==> src/rtl/flag_alu_pkg.sv <==
package flag_alu_pkg;

    typedef enum logic [3:0] {
        OP_AND = 4'd0,  OP_EOR = 4'd1,  OP_SUB = 4'd2,  OP_RSB = 4'd3,
        OP_ADD = 4'd4,  OP_ADC = 4'd5,  OP_SBC = 4'd6,  OP_RSC = 4'd7,
        OP_TST = 4'd8,  OP_TEQ = 4'd9,  OP_CMP = 4'd10, OP_CMN = 4'd11,
        OP_ORR = 4'd12, OP_MOV = 4'd13, OP_BIC = 4'd14, OP_MVN = 4'd15
    } alu_op_e;

    typedef struct packed {
        logic n;
        logic z;
        logic c;
        logic v;
    } nzcv_t;

    function automatic logic op_is_arith(alu_op_e op);
        case (op)
            OP_SUB, OP_RSB, OP_ADD, OP_ADC,
            OP_SBC, OP_RSC, OP_CMP, OP_CMN: return 1'b1;
            default:                        return 1'b0;
        endcase
    endfunction

    function automatic logic op_is_flag_only(alu_op_e op);
        return (op == OP_TST) || (op == OP_TEQ) ||
               (op == OP_CMP) || (op == OP_CMN);
    endfunction

endpackage

==> src/rtl/alu_addsub.sv <==
module alu_addsub
    import flag_alu_pkg::*;
#(
    parameter int W = 32
) (
    input  alu_op_e        op,
    input  logic [W-1:0]   a,
    input  logic [W-1:0]   b,
    input  logic           carry_flag,
    output logic [W-1:0]   sum,
    output logic           cout,
    output logic           ovf
);
    localparam int XW = W + 2;

    typedef struct packed {
        logic [W-1:0] x;
        logic [W-1:0] y;
        logic         k;
    } steer_t;

    steer_t steer_d;

    always_comb begin
        steer_d = '{x: a, y: b, k: 1'b0};
        case (op)
            OP_SUB, OP_CMP: steer_d = '{x: a, y: ~b, k: 1'b1};
            OP_RSB:         steer_d = '{x: b, y: ~a, k: 1'b1};
            OP_ADC:         steer_d = '{x: a, y: b,  k: carry_flag};
            OP_SBC:         steer_d = '{x: a, y: ~b, k: carry_flag};
            OP_RSC:         steer_d = '{x: b, y: ~a, k: carry_flag};
            default:        steer_d = '{x: a, y: b,  k: 1'b0};
        endcase
    end

    always_comb begin
        {cout, sum} = {1'b0, steer_d.x} + {1'b0, steer_d.y} + {{W{1'b0}}, steer_d.k};
        ovf = (steer_d.x[W-1] == steer_d.y[W-1]) && (sum[W-1] != steer_d.x[W-1]);
    end

    // Independent signed-width check of the overflow flag
    logic [XW-1:0] wide_sum;
    always_comb begin
        wide_sum = {{2{steer_d.x[W-1]}}, steer_d.x} + {{2{steer_d.y[W-1]}}, steer_d.y}
                 + {{(XW-1){1'b0}}, steer_d.k};

        signed_range_chk: assert (ovf == (wide_sum[W] != wide_sum[W-1]))
            else $error("overflow flag disagrees with widened sum");
    end

endmodule

==> src/rtl/alu_bitwise.sv <==
module alu_bitwise
    import flag_alu_pkg::*;
#(
    parameter int W = 32
) (
    input  alu_op_e        op,
    input  logic [W-1:0]   a,
    input  logic [W-1:0]   b,
    output logic [W-1:0]   val
);
    always_comb begin
        case (op)
            OP_AND, OP_TST: val = a & b;
            OP_EOR, OP_TEQ: val = a ^ b;
            OP_ORR:         val = a | b;
            OP_MOV:         val = b;
            OP_BIC:         val = a & ~b;
            OP_MVN:         val = ~b;
            default:        val = '0;
        endcase
    end
endmodule

==> src/rtl/alu_flagsel.sv <==
module alu_flagsel
    import flag_alu_pkg::*;
#(
    parameter int W = 32
) (
    input  logic           update,
    input  logic           arith,
    input  logic [W-1:0]   value,
    input  logic           add_cout,
    input  logic           add_ovf,
    input  logic           shift_carry,
    input  nzcv_t          flags_in,
    output nzcv_t          flags_out
);
    always_comb begin
        flags_out = flags_in;
        if (update) begin
            flags_out.n = value[W-1];
            flags_out.z = ~|value;
            flags_out.c = arith ? add_cout : shift_carry;
            flags_out.v = arith ? add_ovf  : flags_in.v;
        end
    end
endmodule

==> src/rtl/flag_alu.sv <==
module flag_alu
    import flag_alu_pkg::*;
#(
    parameter int W = 32
) (
    input  logic [31:0] opnd_a,
    input  logic [31:0] opnd_b,
    input  logic [3:0]  opcode,
    input  logic        set_flags,
    input  logic        shift_carry,
    input  logic        n_in,
    input  logic        z_in,
    input  logic        c_in,
    input  logic        v_in,
    output logic [31:0] result,
    output logic        result_we,
    output logic        n_out,
    output logic        z_out,
    output logic        c_out,
    output logic        v_out
);
    typedef struct packed {
        logic [W-1:0] value;
        logic         we;
        nzcv_t        flags;
    } alu_out_t;

    alu_op_e      op;
    logic         arith;
    logic         update;
    logic [W-1:0] sum;
    logic         add_cout;
    logic         add_ovf;
    logic [W-1:0] bit_val;
    nzcv_t        flags_in;
    nzcv_t        flags_nx;
    alu_out_t     out_d;

    assign op       = alu_op_e'(opcode);
    assign arith    = op_is_arith(op);
    assign update   = set_flags | op_is_flag_only(op);
    assign flags_in = '{n: n_in, z: z_in, c: c_in, v: v_in};

    alu_addsub #(.W(W)) i_addsub (
        .op         (op),
        .a          (opnd_a),
        .b          (opnd_b),
        .carry_flag (c_in),
        .sum        (sum),
        .cout       (add_cout),
        .ovf        (add_ovf)
    );

    alu_bitwise #(.W(W)) i_bitwise (
        .op  (op),
        .a   (opnd_a),
        .b   (opnd_b),
        .val (bit_val)
    );

    alu_flagsel #(.W(W)) i_flagsel (
        .update      (update),
        .arith       (arith),
        .value       (out_d.value),
        .add_cout    (add_cout),
        .add_ovf     (add_ovf),
        .shift_carry (shift_carry),
        .flags_in    (flags_in),
        .flags_out   (flags_nx)
    );

    always_comb begin
        out_d.value = arith ? sum : bit_val;
        out_d.we    = ~op_is_flag_only(op);
        out_d.flags = flags_nx;
    end

    assign result    = out_d.value;
    assign result_we = out_d.we;
    assign n_out     = out_d.flags.n;
    assign z_out     = out_d.flags.z;
    assign c_out     = out_d.flags.c;
    assign v_out     = out_d.flags.v;

    always_comb begin

        hold_flags_chk: assert (update || ({n_out, z_out, c_out, v_out} == {n_in, z_in, c_in, v_in}))
            else $error("flags moved without an update");

        zero_flag_chk: assert (!update || (z_out == (result == '0)))
            else $error("Z does not match result");

        neg_flag_chk: assert (!update || (n_out == result[W-1]))
            else $error("N does not match result sign");

        logic_v_keep_chk: assert (!update || arith || (v_out == v_in && c_out == shift_carry))
            else $error("bitwise op disturbed V or ignored shifter carry");

        compare_no_write_chk: assert (!(opcode[3:2] == 2'b10) || !result_we)
            else $error("compare/test requested a write");
    end

endmodule

==> config.mk <==
export PLATFORM = sky130hd
export DESIGN_NAME = flag_alu
export DESIGN_NICKNAME = d
export VERILOG_FILES = /design/src/rtl/flag_alu_pkg.sv /design/src/rtl/alu_addsub.sv /design/src/rtl/alu_bitwise.sv /design/src/rtl/alu_flagsel.sv /design/src/rtl/flag_alu.sv
export SDC_FILE = /design/constraint.sdc
export NUM_CORES = 1
export LEC_CHECK = 0
export CORE_UTILIZATION = 37
export DETAILED_ROUTE_END_ITERATION = 8
export GPL_TIMING_DRIVEN = 0
export SKIP_LAST_GASP = 1
export SYNTH_ARGS = -nofsm -noshare
export SYNTH_HDL_FRONTEND = slang
export SYNTH_HIERARCHICAL = 1
export SYNTH_SLANG_ARGS = --single-unit
==> constraint.sdc <==
create_clock -name vclk -period 9
set_clock_uncertainty 0.15 [all_clocks]
set_input_delay 1.8 -clock vclk [all_inputs]
set_output_delay 1.8 -clock vclk [all_outputs]
set_load 0.05 [all_outputs]
==> metrics <==
fmax=between 0.1 and 0.15 GHz; post-synth top area cell=ha_1; PwrDens=109 nW/um^2; VDD IR max=0.0000807 V; min setup slack post-route=0.296 ns; register area share after synthesis=0%; Psw=0.000475 W; status=complete, no violations; Nets=967; cell area after layout=7170 um^2; antenna viol nets, final=0; met2 routed WL=between 8000 and 9000 um; Post-Syn Area per Cell=~8 um^2; clock buffer count in the final layout=0; post-DP HPWL=16,000 um; RePlAce Congestion=approximately 0.96; DR top layer=met4; ant diodes=0; antenna violations before repair=0; GRT Total Usage=24.8%; min Tclk post-route=8.70 ns; Crit. End Element=output pin; yosys warns=6; die footprint=16,100 um^2; Post-Syn Nets=~850; first-pass GRT wire length=~32,000 um; vias in the first global route=5,730; Synth Area in Adders=14.4%; vias=between 6,000 and 7,000; worst path arrival time=6.75 ns; worst hold path type=input pin to output pin; Initial Util=37.9%; Final Hold Viols=0; DRT met1 WL=10,100 um; Crit path depth=20; Hold Path Stages=4; final WL=~20,000 um; cells along the critical path=dlygate4sd2_1 -> o21ai_1 -> nand2_2 -> clkbuf_8 -> a21oi_1 -> fa_1 -> inv_1 -> fa_1 -> a21o_1 -> a221oi_4 -> o31ai_2 -> or3_1 -> a41oi_4 -> o21ai_1 -> xor2_1 -> mux2_2 -> nor4_2 -> nand4_1 -> o31ai_4 -> buf_6; # IOs=111; Internal=about 0.00031 W; share of layout cells above drive strength 1=20.9%; FP Rows=45; seq_cells=0; combinational family with the most area after synthesis=compound AO/OA/AOI/OAI gates; Flop pwr share=0%; Clk network pwr share=0%; largest net degree at the start of global routing=15; compound-cell area share of the yosys netlist=38.2%; Comb power frac=100.0%; Leak Pwr=between 3 and 4 nW; top cells by area, synth=ha_1 (14%), mux2_2 (12%), o221ai_2 (7.8%); Routed met3 length=771 um; Synth Instances=approximately 700; Area growth syn-to-layout=24.3%; Finished Layout Cells=1,014; FILL cells=1,532; Slew @ Worst Pin=a little over 0.9 ns; post-synth cell types=71; most frequent cells in the layout=clkdlybuf4s50_1 (106), inv_1 (74), mux2_2 (63), ha_1 (63), nand2_1 (57); Via-to-Cell Ratio=5.93; Startpoint Class=input pin; crit share post-route=a little over nine tenths; kind of critical path=input pin to output pin; CP bufs+invs=4; slowest stage cell, crit path=or3_1; area used by multi-input combinational logic=5250 um^2; setup TNS=0 ns; Rel. slew slack=between 30% and 40%; Die Ht=127 um; DRC viols=0; final slew viol count=0; CP top delay family=compound AO/OA/AOI/OAI gates; Die W=127 um; worst-path fanout max=12; grt ovf=0; pre-CTS setup slack=-1.61 ns; placed insts=1,014; DR WL/cell=19.9 um; Switching Fraction=60.7%; core area=15,200 um^2; port buffer count=111; maximum capacitance violations=0; Setup-failing EPs final=0; Reg area=0 um^2; share of the synthesized area in the top cell type=a little over an eighth; Critical Path RT=7.05 ns; # hold bufs at CTS=0; Mapped Area=~5800 um^2; post-synthesis mux area share=18.7%; most common cell after layout, fill and taps aside=clkdlybuf4s50_1; Synth Area in Simple Gates=14.8%; RSZ-0062 raised after global routing=false; area share of xor/xnor cells in the synthesized design=4.40%; 1st-iter DRT viols=approximately 450; First-pass DRT Iterations=5; Placement Cell Area=roughly 7000 um^2; peak per-stage delay on the critical path=0.41 ns
## cell type report
cell class	count	share of cell area, %
repair buffers	113	15.6
plain buffers	49	4.00
inverters	74	3.87
well taps	188	3.28
multi-input cells	590	73.3
## synth_stat cells (2+ instances only)
cell	number
a21oi_1	31
o22ai_1	2
a21o_1	21
ha_1	63
and3_1	4
fa_1	2
mux2i_1	34
o31ai_2	2
a221oi_4	2
nand4_1	7
nand2b_1	36
nand3b_1	2
or3_1	5
o221ai_1	32
nor2_1	17
mux2_2	63
a22oi_2	30
o21ai_1	3
xor2_1	10
a211oi_1	2
clkbuf_1	31
nor4_1	5
nand2_1	58
nor3b_1	2
inv_1	74
buf_2	9
o221ai_2	30
and2_1	2
a31oi_1	3
buf_6	10
o22a_1	31
o21ai_0	16
nor2b_1	7
xnor2_1	19
a41oi_2	2
nor3_1	4
o21bai_1	7
o21a_1	4
## through the flow
stage / power (W) / hold slack [ns] / util, %
after floorplan: 0.000531 / 3.71 / -
after global placement: 0.000765 / 4.79 / 46.8
after detailed placement: 0.000765 / 4.78 / 46.8
after CTS: 0.000775 / 4.25 / 47.1
after global routing: 0.000831 / 4.28 / 47.2
final: 0.000783 / 4.27 / 47.2
## worst paths after layout
kind | start | slack [ns] | to
worst max-delay path | opcode[2] | 0.30 | z_out
worst min-delay path | z_in | 4.27 | z_out
## power groups by stage
stage | logic, W | clock network (W) | registers (W)
floorplan | 0.000531 | 0 | 0
global placement | 0.000765 | 0 | 0
detailed placement | 0.000765 | 0 | 0
CTS | 0.000775 | 0 | 0
global route | 0.000831 | 0 | 0
finish | 0.000783 | 0 | 0
## metal layers
metal  global-route usage [%]  vias up
met5                        0        -
met4                     4.48        0
met3                    0.844       19
met2                     40.4      160
met1                     36.4     2888
li1                         -     2950
## cells by family after synthesis
logic type	count (synthesis)
AO/OA/AOI/OAI	236
AND/OR/NAND/NOR	161
buffers and inverters	125
multiplexers	99
adder cells (fa/ha/maj)	65
XOR/XNOR	29
## tightest hold or removal path: cells and delay by family
kind	cells	cell delay, ns
buf+inv	2	0.56
simple gates	1	0.15
compound gates	1	0.11
## timing repair
item / 4_1_cts / 5_1_grt
hold endpoints to repair: 0 / 0
endpoints found under the setup margin: 23 / 4
gates cloned: 0 / 0
pin swaps: 1 / 1
setup buffers: 2 / 0
resized for setup: 20 / 11
Note: power is estimated with default switching activity, not from simulation.
